[config.mk]
export PLATFORM = sky130hd
export DESIGN_NAME = spi_mgmt_regs
export DESIGN_NICKNAME = d
export VERILOG_FILES = /design/src/rtl/spi_mgmt_pkg.sv /design/src/rtl/spi_mgmt_sync.sv /design/src/rtl/spi_mgmt_holdoff.sv /design/src/rtl/spi_mgmt_frame.sv /design/src/rtl/spi_mgmt_regfile.sv /design/src/rtl/spi_mgmt_regs.sv
export SDC_FILE = /design/constraint.sdc
export NUM_CORES = 2
export LEC_CHECK = 0
export CELL_PAD_IN_SITES_DETAIL_PLACEMENT = 0
export CELL_PAD_IN_SITES_GLOBAL_PLACEMENT = 1
export CORE_MARGIN = 2
export CORE_UTILIZATION = 45
export CTS_BUF_LIST = sky130_fd_sc_hd__clkbuf_8
export CTS_CLUSTER_SIZE = 24
export DETAILED_ROUTE_END_ITERATION = 6
export HOLD_SLACK_MARGIN = 0.08
export PLACE_DENSITY_LB_ADDON = 0.1
export SYNTH_ARGS = -nofsm -noshare
export SYNTH_HDL_FRONTEND = slang
export SYNTH_SLANG_ARGS = --single-unit
[constraint.sdc]
create_clock -name clk -period 4.5 [get_ports clk]
set_clock_uncertainty 0.2 [all_clocks]
set_input_delay 1.35 -clock clk [delete_from_list [all_inputs] [get_ports clk]]
set_output_delay 1.35 -clock clk [all_outputs]
set_load 0.005 [all_outputs]
[src/rtl/spi_mgmt_pkg.sv]
package spi_mgmt_pkg;
    localparam logic [7:0] CMD_WRITE  = 8'h02;
    localparam logic [7:0] CMD_READ   = 8'h03;
    localparam logic [7:0] FAMILY_VAL = 8'h95;
    localparam int         REG_AW     = 7;
    localparam int         GCTL_BASE  = 2;
    localparam int         GCTL_N     = 10;
    localparam int         PORT_BASE  = 16;
    localparam int         PORT_STEP  = 16;
    localparam int         PCTL_LINK  = 2;
    localparam int         IND_BASE   = 8'h70;
    localparam int         IND_N      = 8;

    typedef enum logic [2:0] {
        PH_IDLE,
        PH_CMD,
        PH_ADDR,
        PH_DATA,
        PH_SKIP
    } phase_e;
endpackage

[src/rtl/spi_mgmt_sync.sv]
module spi_mgmt_sync #(
    parameter int           N       = 3,
    parameter int           STAGES  = 2,
    parameter logic [N-1:0] RST_VAL = '0
) (
    input  logic         clk,
    input  logic         rst_n,
    input  logic [N-1:0] async_i,
    output logic [N-1:0] lvl_o
);
    for (genvar b = 0; b < N; b++) begin : g_bit
        logic [STAGES-1:0] chain_d, chain_q;

        always_comb begin
            chain_d = {chain_q[STAGES-2:0], async_i[b]};
        end

        always_ff @(posedge clk or negedge rst_n) begin
            if (!rst_n) chain_q <= {STAGES{RST_VAL[b]}};
            else        chain_q <= chain_d;
        end

        assign lvl_o[b] = chain_q[STAGES-1];
    end
endmodule

[src/rtl/spi_mgmt_holdoff.sv]
module spi_mgmt_holdoff #(
    parameter int HOLD_CYC = 20000
) (
    input  logic clk,
    input  logic rst_n,
    output logic ready_o
);
    localparam int CW = $clog2(HOLD_CYC + 1);

    typedef struct packed {
        logic [CW-1:0] cnt;
        logic          ready;
    } hold_s;

    hold_s st_d, st_q;

    always_comb begin
        st_d = st_q;
        if (!st_q.ready) begin
            st_d.cnt = st_q.cnt + 1'b1;
            if (st_q.cnt == CW'(HOLD_CYC - 1)) st_d.ready = 1'b1;
        end
    end

    always_ff @(posedge clk or negedge rst_n) begin
        if (!rst_n) st_q <= '0;
        else        st_q <= st_d;
    end

    assign ready_o = st_q.ready;

    // once open, the access window never closes again
    a_r10_ready_sticky: assert property (@(posedge clk) disable iff (!rst_n)
        st_q.ready |=> st_q.ready);
endmodule

[src/rtl/spi_mgmt_frame.sv]
module spi_mgmt_frame
    import spi_mgmt_pkg::*;
(
    input  logic              clk,
    input  logic              rst_n,
    input  logic              ready_i,
    input  logic              cs_n_i,
    input  logic              sclk_i,
    input  logic              mosi_i,
    input  logic [7:0]        rd_data_i,
    output logic [REG_AW-1:0] rd_addr_o,
    output logic              wr_en_o,
    output logic [REG_AW-1:0] wr_addr_o,
    output logic [7:0]        wr_data_o,
    output logic              miso_o
);
    typedef struct packed {
        phase_e            ph;
        logic [2:0]        cnt;
        logic [6:0]        sh;
        logic [7:0]        tx;
        logic              miso;
        logic [REG_AW-1:0] addr;
        logic              rd;
        logic              wr;
        logic [REG_AW-1:0] waddr;
        logic [7:0]        wdata;
        logic              sclk_p;
    } frame_s;

    frame_s st_d, st_q;
    logic [7:0] byte_in;
    logic       rise, fall;

    always_comb begin
        byte_in   = {st_q.sh, mosi_i};
        rise      = sclk_i & ~st_q.sclk_p;
        fall      = ~sclk_i & st_q.sclk_p;
        rd_addr_o = (st_q.ph == PH_ADDR) ? byte_in[REG_AW-1:0]
                                         : REG_AW'(st_q.addr + 1'b1);

        st_d        = st_q;
        st_d.wr     = 1'b0;
        st_d.sclk_p = sclk_i;

        if (cs_n_i) begin
            st_d.ph   = PH_IDLE;
            st_d.cnt  = '0;
            st_d.miso = 1'b0;
            st_d.tx   = '0;
            st_d.rd   = 1'b0;
        end else if (st_q.ph == PH_IDLE) begin
            st_d.ph = ready_i ? PH_CMD : PH_SKIP;
        end else if (st_q.ph != PH_SKIP) begin
            if (rise) begin
                st_d.sh  = byte_in[6:0];
                st_d.cnt = st_q.cnt + 1'b1;
                if (st_q.cnt == 3'd7) begin
                    unique case (st_q.ph)
                        PH_CMD: begin
                            if (byte_in == CMD_WRITE) begin
                                st_d.ph = PH_ADDR;
                                st_d.rd = 1'b0;
                            end else if (byte_in == CMD_READ) begin
                                st_d.ph = PH_ADDR;
                                st_d.rd = 1'b1;
                            end else begin
                                st_d.ph = PH_SKIP;
                            end
                        end
                        PH_ADDR: begin
                            st_d.addr = byte_in[REG_AW-1:0];
                            st_d.ph   = PH_DATA;
                            if (st_q.rd) st_d.tx = rd_data_i;
                        end
                        PH_DATA: begin
                            st_d.addr = REG_AW'(st_q.addr + 1'b1);
                            if (st_q.rd) begin
                                st_d.tx = rd_data_i;
                            end else begin
                                st_d.wr    = 1'b1;
                                st_d.waddr = st_q.addr;
                                st_d.wdata = byte_in;
                            end
                        end
                        default: ;
                    endcase
                end
            end else if (fall && st_q.ph == PH_DATA && st_q.rd) begin
                st_d.miso = st_q.tx[7];
                st_d.tx   = {st_q.tx[6:0], 1'b0};
            end
        end
    end

    always_ff @(posedge clk or negedge rst_n) begin
        if (!rst_n) st_q <= '{ph: PH_IDLE, default: '0};
        else        st_q <= st_d;
    end

    assign wr_en_o   = st_q.wr;
    assign wr_addr_o = st_q.waddr;
    assign wr_data_o = st_q.wdata;
    assign miso_o    = st_q.miso;

    // MISO stays low while chip select is held high
    a_r2_miso_idle_low: assert property (@(posedge clk) disable iff (!rst_n)
        (cs_n_i && $past(cs_n_i)) |-> !miso_o);

    // an ignored frame never produces a write strobe
    a_r11_skip_no_write: assert property (@(posedge clk) disable iff (!rst_n)
        (st_q.ph == PH_SKIP) |=> !wr_en_o);
endmodule

[src/rtl/spi_mgmt_regfile.sv]
module spi_mgmt_regfile
    import spi_mgmt_pkg::*;
#(
    parameter int         NPORTS  = 5,
    parameter logic [3:0] CHIP_ID = 4'h0,
    parameter logic [2:0] REV     = 3'd2
) (
    input  logic                  clk,
    input  logic                  rst_n,
    input  logic                  wr_en_i,
    input  logic [REG_AW-1:0]     wr_addr_i,
    input  logic [7:0]            wr_data_i,
    input  logic [REG_AW-1:0]     rd_addr_i,
    output logic [7:0]            rd_data_o,
    input  logic [NPORTS*16-1:0]  port_stat_i,
    output logic                  switch_en_o,
    output logic [NPORTS-1:0]     port_tx_en_o,
    output logic [NPORTS-1:0]     port_rx_en_o,
    output logic [NPORTS-1:0]     port_learn_dis_o,
    output logic [GCTL_N*8-1:0]   gctl_o,
    output logic [IND_N*8-1:0]    ind_data_o
);
    localparam int DEPTH = 1 << REG_AW;

    logic [7:0] mem_d [DEPTH];
    logic [7:0] mem_q [DEPTH];
    logic [2:0] stat_port;

    function automatic logic is_status(input logic [REG_AW-1:0] a);
        return (a[3:1] == 3'b111) && (a[6:4] >= 3'd1) && (int'(a[6:4]) <= NPORTS);
    endfunction

    always_comb begin
        mem_d = mem_q;
        if (wr_en_i && wr_addr_i != '0 && !is_status(wr_addr_i)) begin
            if (wr_addr_i == REG_AW'(1)) mem_d[1] = {7'd0, wr_data_i[0]};
            else                         mem_d[wr_addr_i] = wr_data_i;
        end
    end

    always_ff @(posedge clk or negedge rst_n) begin
        if (!rst_n) begin
            for (int i = 0; i < DEPTH; i++) mem_q[i] <= '0;
        end else begin
            mem_q <= mem_d;
        end
    end

    always_comb begin
        stat_port = rd_addr_i[6:4] - 3'd1;
        if (rd_addr_i == '0)                rd_data_o = FAMILY_VAL;
        else if (rd_addr_i == REG_AW'(1))   rd_data_o = {CHIP_ID, REV, mem_q[1][0]};
        else if (is_status(rd_addr_i))      rd_data_o = port_stat_i[{stat_port, rd_addr_i[0], 3'b000} +: 8];
        else                                rd_data_o = mem_q[rd_addr_i];
    end

    assign switch_en_o = mem_q[1][0];

    for (genvar p = 0; p < NPORTS; p++) begin : g_port
        localparam int LINK_A = PORT_BASE + PORT_STEP * p + PCTL_LINK;
        assign port_tx_en_o[p]     = mem_q[LINK_A][2];
        assign port_rx_en_o[p]     = mem_q[LINK_A][1];
        assign port_learn_dis_o[p] = mem_q[LINK_A][0];
    end

    for (genvar g = 0; g < GCTL_N; g++) begin : g_gctl
        assign gctl_o[8*g +: 8] = mem_q[GCTL_BASE + g];
    end

    for (genvar k = 0; k < IND_N; k++) begin : g_ind
        assign ind_data_o[IND_N*8-1-8*k -: 8] = mem_q[IND_BASE + k];
    end

    // the switch enable moves only after a write to the start byte
    a_r5_start_by_write: assert property (@(posedge clk) disable iff (!rst_n)
        !$stable(switch_en_o) |-> $past(wr_en_i && wr_addr_i == REG_AW'(1)));

    // per-port link bits move only after a write to a port's link byte
    a_r6_link_by_write: assert property (@(posedge clk) disable iff (!rst_n)
        !$stable({port_tx_en_o, port_rx_en_o, port_learn_dis_o}) |->
        $past(wr_en_i && wr_addr_i[3:0] == 4'(PCTL_LINK) &&
              wr_addr_i[6:4] >= 3'd1 && int'(wr_addr_i[6:4]) <= NPORTS));
endmodule

[src/rtl/spi_mgmt_regs.sv]
module spi_mgmt_regs
    import spi_mgmt_pkg::*;
#(
    parameter int         NPORTS  = 5,
    parameter logic [3:0] CHIP_ID = 4'h0,
    parameter logic [2:0] REV     = 3'd2,
    parameter int         CLK_MHZ = 200,
    parameter int         HOLD_US = 100,
    parameter int         SYNC_ST = 2
) (
    input  logic                 clk,
    input  logic                 rst_n,
    input  logic                 spi_sclk,
    input  logic                 spi_cs_n,
    input  logic                 spi_mosi,
    output logic                 spi_miso,
    input  logic [NPORTS*16-1:0] port_stat_i,
    output logic                 switch_en_o,
    output logic [NPORTS-1:0]    port_tx_en_o,
    output logic [NPORTS-1:0]    port_rx_en_o,
    output logic [NPORTS-1:0]    port_learn_dis_o,
    output logic [GCTL_N*8-1:0]  gctl_o,
    output logic [IND_N*8-1:0]   ind_data_o
);
    localparam int HOLD_CYC = CLK_MHZ * HOLD_US;

    logic [2:0]        pins_s;
    logic              ready;
    logic [REG_AW-1:0] rd_addr, wr_addr;
    logic [7:0]        rd_data, wr_data;
    logic              wr_en;

    spi_mgmt_sync #(.N(3), .STAGES(SYNC_ST), .RST_VAL(3'b100)) u_sync (
        .clk     (clk),
        .rst_n   (rst_n),
        .async_i ({spi_cs_n, spi_sclk, spi_mosi}),
        .lvl_o   (pins_s)
    );

    spi_mgmt_holdoff #(.HOLD_CYC(HOLD_CYC)) u_hold (
        .clk     (clk),
        .rst_n   (rst_n),
        .ready_o (ready)
    );

    spi_mgmt_frame u_frame (
        .clk       (clk),
        .rst_n     (rst_n),
        .ready_i   (ready),
        .cs_n_i    (pins_s[2]),
        .sclk_i    (pins_s[1]),
        .mosi_i    (pins_s[0]),
        .rd_data_i (rd_data),
        .rd_addr_o (rd_addr),
        .wr_en_o   (wr_en),
        .wr_addr_o (wr_addr),
        .wr_data_o (wr_data),
        .miso_o    (spi_miso)
    );

    spi_mgmt_regfile #(.NPORTS(NPORTS), .CHIP_ID(CHIP_ID), .REV(REV)) u_regs (
        .clk              (clk),
        .rst_n            (rst_n),
        .wr_en_i          (wr_en),
        .wr_addr_i        (wr_addr),
        .wr_data_i        (wr_data),
        .rd_addr_i        (rd_addr),
        .rd_data_o        (rd_data),
        .port_stat_i      (port_stat_i),
        .switch_en_o      (switch_en_o),
        .port_tx_en_o     (port_tx_en_o),
        .port_rx_en_o     (port_rx_en_o),
        .port_learn_dis_o (port_learn_dis_o),
        .gctl_o           (gctl_o),
        .ind_data_o       (ind_data_o)
    );

    // no register write can happen before the hold-off has elapsed
    a_r10_no_early_write: assert property (@(posedge clk) disable iff (!rst_n)
        wr_en |-> ready);
endmodule

**Word-level counts from Yosys, hierarchy flattened**

Cells that the tools add are included.

- Equal/unequal tests: 17
- Shifts and indexed selects: 1
- $add $sub $neg: 4
- Bitwise logic cells: 10
- Mux-type cells: 40
- Reduce and logical (&&, ||, !) cells: 35
- Magnitude comparators: 7

Operators by type and width:

| kind | count |
|---|---|
| $bwmux 1024 | 1 |
| $mux 8 | 11 |
| $shiftx 80x8->8 | 1 |
| $bmux 8 s7 | 1 |
| $demux 8 s7 | 1 |
| $mux 16 | 3 |
| $mux 24 | 2 |
| $mux 46 | 1 |
| $mux 43 | 1 |
| $mux 9 | 2 |
| $reduce_and 6->1 | 3 |
| $eq 8x2->1 const B | 2 |
| $ge 8x8->1 const B | 2 |
| $not 7->8 | 2 |
| $add 15x1->15 const B | 1 |
| $eq 15x15->1 const B | 1 |
| $mux 3 | 5 |
| $reduce_bool 3->1 | 5 |
| $eq 7x1->1 const B | 2 |
| $pmux 7 s2 | 1 |
| $mux 13 | 1 |
| $reduce_and 4->1 | 3 |
| $reduce_bool 2->1 | 6 |
| $eq 3x3->1 const B | 3 |
| other kinds (27) | 53 |

- Register bits after elaboration: 1,093
- Word-level logic and storage cells: 258
- Output and inout bits: 161
- Input port bits: 85

**Logic depth before layout (Yosys ltp)**

- Depth in word-level cells: 16
- Mapped depth: 17
- Depth with buffers taken out: 12

**Hierarchy**

A second synthesis with hierarchy kept.

- Cells, all modules: 3,609
- Area, all modules: 51,833.5 um^2

Modules (own cells, without submodules):

| module | cells each | times used | seq. area each (um^2) | area each (um^2) |
|---|---|---|---|---|
| spi_mgmt_regfile | 3,318 | 1 | 25,624.6 | 48,388.9 |
| spi_mgmt_frame | 223 | 1 | 1,176.1 | 2,532.4 |
| spi_mgmt_holdoff | 59 | 1 | 400.4 | 737.0 |
| spi_mgmt_sync | 9 | 1 | 152.6 | 175.2 |

**Least setup slack after synthesis**

No wires, ideal clock.

- Path kind: flip-flop to flip-flop
- From: register u_frame.st_q[46] (netlist name)
- To: register u_frame.st_q[30] (netlist name)
- Required time: 4.156 ns
- Data arrival time: 3.447 ns
- Path slack: 0.709 ns
- Cell stages (with the launch flop): 16
- Cell sequence: dfrtp_1 buf_6 or3b_1 buf_6 buf_2 a31oi_1 inv_1 clkbuf_1 ha_1 xnor2_1 clkbuf_1 nor3_1 a311oi_1 o21ai_0 a222oi_1 a41oi_1

- Longest elaborated chain between the ends: 16
- Elaborated cells on any way between the ends: 36

RTL lines:

| element | line | RTL |
|---|---|---|
| start, declared | spi_mgmt_frame.sv:31 | `frame_s st_d, st_q;` |
| start signal, assigned | spi_mgmt_frame.sv:98 | `else st_q <= st_d;` |
| branches (longest 16 deep; another with $sub 3x1->3) | n/a |  |

Several ways; the timed one is not identified. The select of a mux whose other input is x is not followed.
A chain may end at the register's enable or synchronous reset.

**Worst setup path in the final report**

- From: register u_frame.st_q[46] (netlist name)
- To: register u_frame.st_q[29] (netlist name)

Same word-level chain as after synthesis.

==> metrics.txt <==
# TYPE chip_impl_metric gauge
chip_impl_metric{name="critical_path_peak_fanout",unit=""} 41
chip_impl_metric{name="io_pins",unit=""} 246
chip_impl_metric{name="synth-compound-area-share",unit="%"} 4.505
chip_impl_metric{name="worstRegToRegCells",unit=""} 11
chip_impl_metric{name="layout_min_cycle_time",unit="ps"} 4346
chip_impl_metric{name="detailroute.via_count",unit=""} 38810
chip_impl_info{name="crit_type",value="reg -> reg"} 1
chip_impl_metric{name="finalWirelength",unit="µm"} 179400
chip_impl_info{name="worstHoldStart",value="u_sync.g_bit[0].chain_q[0]$_DFF_PN0_"} 1
chip_impl_metric{name="finalNetCount",unit=""} 5075
chip_impl_metric{name="clk-insertion-delay-late",unit="ps"} 910
chip_impl_info{name="cp-end-kind",value="flip-flop"} 1
chip_impl_info{name="setup.worst_path.start",value="u_frame.st_q[46]$_DFFE_PN0P_"} 1
chip_impl_info{name="ys_dominant_reg_cell",value="dfrtp_1"} 1
chip_impl_info{name="worst_r2r_endpoint",value="u_frame.st_q[29]$_DFFE_PN0P_"} 1
chip_impl_info{name="synth_area_leaders",value="dfrtp_1 (52%), mux2_2 (20%), nand2_1 (7.7%), nand3_1 (4.2%), buf_4 (2.6%)"} 1
chip_impl_metric{name="hold_violations",unit=""} 0
chip_impl_metric{name="post_synth_inst_count",unit=""} 4902
chip_impl_metric{name="place_area",unit="µm²"} 56380
chip_impl_metric{name="core_area",unit="µm²"} 116400
chip_impl_metric{name="fp.dieArea",unit="µm²"} 120100
chip_impl_info{name="synth_top_family_by_area",value="multiplexers"} 1
chip_impl_info{name="clock_tree.root_cell",value="clkbuf_8"} 1
chip_impl_metric{name="drc",unit=""} 0
chip_impl_metric{name="fp-row-count",unit=""} 125
chip_impl_metric{name="drive_gt1_share",unit="%"} 28.79
chip_impl_metric{name="cts.repair.resized",unit=""} 0
chip_impl_metric{name="drt_first_pass_iters",unit=""} 6
chip_impl_metric{name="avgSynthCellArea",unit="µm²"} 10.77
chip_impl_metric{name="routed_wire_length_per_instance",unit="µm"} 26.96
chip_impl_metric{name="ys_seq_area_share",unit="%"} 51.80
chip_impl_metric{name="timing.final.crit_share",unit="%"} 96.59
chip_impl_metric{name="global_route.usage.total",unit="%"} 29.89
chip_impl_info{name="critical_path.reg2reg.startpoint",value="u_frame.st_q[46]$_DFFE_PN0P_"} 1
chip_impl_metric{name="maxClockFrequency",unit="MHz"} 230.1
chip_impl_metric{name="area_delta_synth_final",unit="%"} 13.72
chip_impl_metric{name="worst_ep_arrival_time",unit="ps"} 4910
chip_impl_metric{name="post_synth_xor_area_fraction",unit="%"} 0.3317
chip_impl_metric{name="synth-simple-area-share",unit="%"} 14.92
chip_impl_metric{name="synth_edf_count",unit=""} 0
chip_impl_metric{name="ff2ff_setup_slack",unit="ps"} 150
chip_impl_metric{name="synthesis.area",unit="µm²"} 52800
chip_impl_metric{name="grt_util_met2",unit="%"} 45.08
chip_impl_metric{name="groute.layer.met1.usage",unit="%"} 43.40
chip_impl_metric{name="critical_path_required",unit="ps"} 5060
chip_impl_metric{name="cellPowerDensity",unit="nW/µm²"} 316.8
chip_impl_metric{name="viasPerCell",unit=""} 5.833
chip_impl_metric{name="antenna_found_initial",unit=""} 8
chip_impl_metric{name="leakagePower",unit="nW"} 28.45
chip_impl_metric{name="ys_warn_count",unit=""} 0
chip_impl_info{name="worst_hold_path_type",value="reg -> reg"} 1
chip_impl_metric{name="final_design_area_no_fill",unit="µm²"} 60050
chip_impl_metric{name="first_global_vias",unit=""} 38690
chip_impl_metric{name="residual_overflow_from_global_routing",unit=""} 0
chip_impl_metric{name="report.final.setup_viol",unit=""} 0
chip_impl_metric{name="cts.sink_count",unit=""} 1093
chip_impl_info{name="hold_end",value="u_sync.g_bit[0].chain_q[1]$_DFF_PN0_"} 1
chip_impl_metric{name="cts.clk_slew.worst_paths",unit="ps"} 60
chip_impl_metric{name="final_max_slew_viol_count",unit=""} 0
chip_impl_metric{name="start_util",unit="%"} 45.38
chip_impl_metric{name="synth-adder-area-share",unit="%"} 0.1659
chip_impl_info{name="type_of_origin_of_the_critical_path",value="flip-flop"} 1
chip_impl_info{name="yosys-top-cells-count",value="dfrtp_1 (1,091), nand2_1 (1,084), mux2_2 (931), nand3_1 (440), clkbuf_1 (262)"} 1
chip_impl_metric{name="drt_first_iter_violations",unit=""} 3432
chip_impl_metric{name="place_congestion",unit=""} 0.8892
chip_impl_metric{name="post_cts_buffers",unit=""} 0
chip_impl_metric{name="synth_nets",unit=""} 4994
chip_impl_metric{name="ys_seq_elements",unit=""} 1093
chip_impl_metric{name="clock_tree.htree_level_count",unit=""} 4
chip_impl_metric{name="slew_headroom",unit="%"} 21.46
chip_impl_metric{name="gr-usage-met3",unit="%"} 5.334
chip_impl_metric{name="place.port_buffers",unit=""} 245
chip_impl_metric{name="worst_hold_path.num_cells",unit=""} 0
chip_impl_metric{name="drt.antenna.violating_nets",unit=""} 0
chip_impl_info{name="run_status",value="completed"} 1
chip_impl_metric{name="tritoncts.num_buffers",unit=""} 192
chip_impl_metric{name="post_synth_mux_area_share",unit="%"} 22.12
chip_impl_metric{name="synthArstFlopShare",unit="%"} 100.0
chip_impl_metric{name="dp.final_hpwl",unit="µm"} 118400
chip_impl_metric{name="grt_max_degree",unit=""} 134
chip_impl_info{name="grt_setup_unrepaired",value="false"} 1
chip_impl_info{name="globalRoute.busiestLayer",value="met2"} 1
chip_impl_metric{name="grt_pass1_wl",unit="µm"} 268300
chip_impl_metric{name="peakVddDrop",unit="µV"} 290.8
chip_impl_metric{name="total_design_power",unit="mW"} 19.02
chip_impl_metric{name="drv_cap",unit=""} 0
chip_impl_info{name="cts_tree",value="done"} 1
chip_impl_info{name="post-synth-top-count-cell",value="dfrtp_1"} 1
chip_impl_info{name="synth_largest_area_cell",value="dfrtp_1"} 1
chip_impl_metric{name="die-height",unit="µm"} 346.5
chip_impl_metric{name="cts-root-to-sink-buffers",unit=""} 3
chip_impl_metric{name="timing_worst_slew_pin_value",unit="ps"} 1174
chip_impl_metric{name="synth_top_cell_area_share",unit="%"} 51.70
chip_impl_metric{name="yosys.cell_types.count",unit=""} 76
chip_impl_metric{name="die_w",unit="µm"} 346.5
chip_impl_metric{name="finalSetupTns",unit="ps"} 0
## what timing repair did
item                                    in CTS  in global routing
endpoints found under the setup margin       0                  0
hold buffers                                 1                  0
endpoints found under the hold margin       11                  0
## through the flow
| step | hold WS [ps] | setup slack [ps] | utilization (%) | instances |
|---|---|---|---|---|
| 5_1_grt | 158.0 | 101.2 | 51.60 | 6654 |
| 4_1_cts | 149.9 | 241.4 | 51.60 | 6650 |
| 3_3_place_gp | 139.4 | 262.7 | 48.45 | 6312 |
| 3_5_place_dp | 134.7 | 264.9 | 48.45 | 6312 |
| 6_report | 144.5 | 153.5 | 51.60 | 6654 |
| 2_1_floorplan | 131.2 | 709.0 | - | 4902 |
## layout by cell type, fill, tap and decap left out, drive strengths merged, types with 14 or more instances in the layout
cell,n
dfrtp,1091
nand2,1084
mux2,932
nand3,440
clkdlybuf4s50,244
buf,235
clkbuf,229
inv,115
nor2,95
mux2i,74
a311oi,62
a31oi,54
and3,53
a211oi,45
nand4,44
o21ai,42
nor3,41
a21oi,36
a32oi,21
mux4,19
nor2b,14
xnor2,14
## sequential cells by signal, summed over array words and instances, names as in the netlist, 5 cells and up
name	flops
u_regs.ind_data_o	64
u_regs.mem_q	864
u_frame.wr_addr_o	7
u_regs.port_rx_en_o	5
u_frame.wr_data_o	8
u_frame.st_q	23
u_hold.st_q	15
u_frame.byte_in	7
u_regs.port_tx_en_o	5
u_regs.gctl_o	80
u_sync.g_bit.chain_q	6
u_regs.port_learn_dis_o	5
## worst max path at each step
| stage | to | slack [ps] | cells past startpoint |
|---|---|---|---|
| after floorplan | u_frame.st_q[30]$_DFFE_PN0P_ | 710 | 15 |
| after CTS | u_frame.st_q[29]$_DFFE_PN0P_ | 240 | 11 |
| final | u_frame.st_q[29]$_DFFE_PN0P_ | 150 | 11 |
| after global placement | u_frame.st_q[29]$_DFFE_PN0P_ | 260 | 11 |
| after detailed placement | u_frame.st_q[29]$_DFFE_PN0P_ | 260 | 11 |
| after global routing | u_frame.st_q[31]$_DFFE_PN0P_ | 100 | 12 |
## routing by layer
layer	part of all wire, %	wire length (µm)	up-vias
li1	-	-	17070
met1	46	82380	20040
met2	44	79690	1411
met3	6.3	11360	297
met4	3.3	5972	0
met5	0	0	-
## worst max-delay path: stages, from the launching register on
cell and delay (ps):
dfrtp_1 370, or3b_2 650, buf_4 250, mux2i_4 290
buf_12 230, buf_4 510, nand3_1 250, a211oi_1 300
a31oi_1 130, o211ai_1 530, nand4b_1 250, and3_1 220
## power by group
group,switching (mW),internal [mW],total [mW]
logic,0.236,0.0986,0.335
clock network,4.21,4.63,8.84
registers,0.00452,9.84,9.84
total,4.45,14.6,19.0
## final cells by class
type | instances | area [µm²]
Tap cell | 1524 | 1907
Timing Repair Buffer | 480 | 4700
Clock inverter | 108 | 494.2
Antenna cell | 4 | 10.01
Fill cell | 10600 | 56310
Multi-Input combinational cell | 3194 | 22320
Clock buffer | 229 | 3152
Sequential cell | 1093 | 27380
Inverter | 22 | 82.58
## kinds of logic after synthesis
logic type | Yosys count
flip-flops | 1093
XOR/XNOR | 20
multiplexers | 1025
AO/OA/AOI/OAI | 327
AND/OR/NAND/NOR | 1815
adder cells (fa/ha/maj) | 7
buffers and inverters | 615
(Power assumes the default switching activity.)
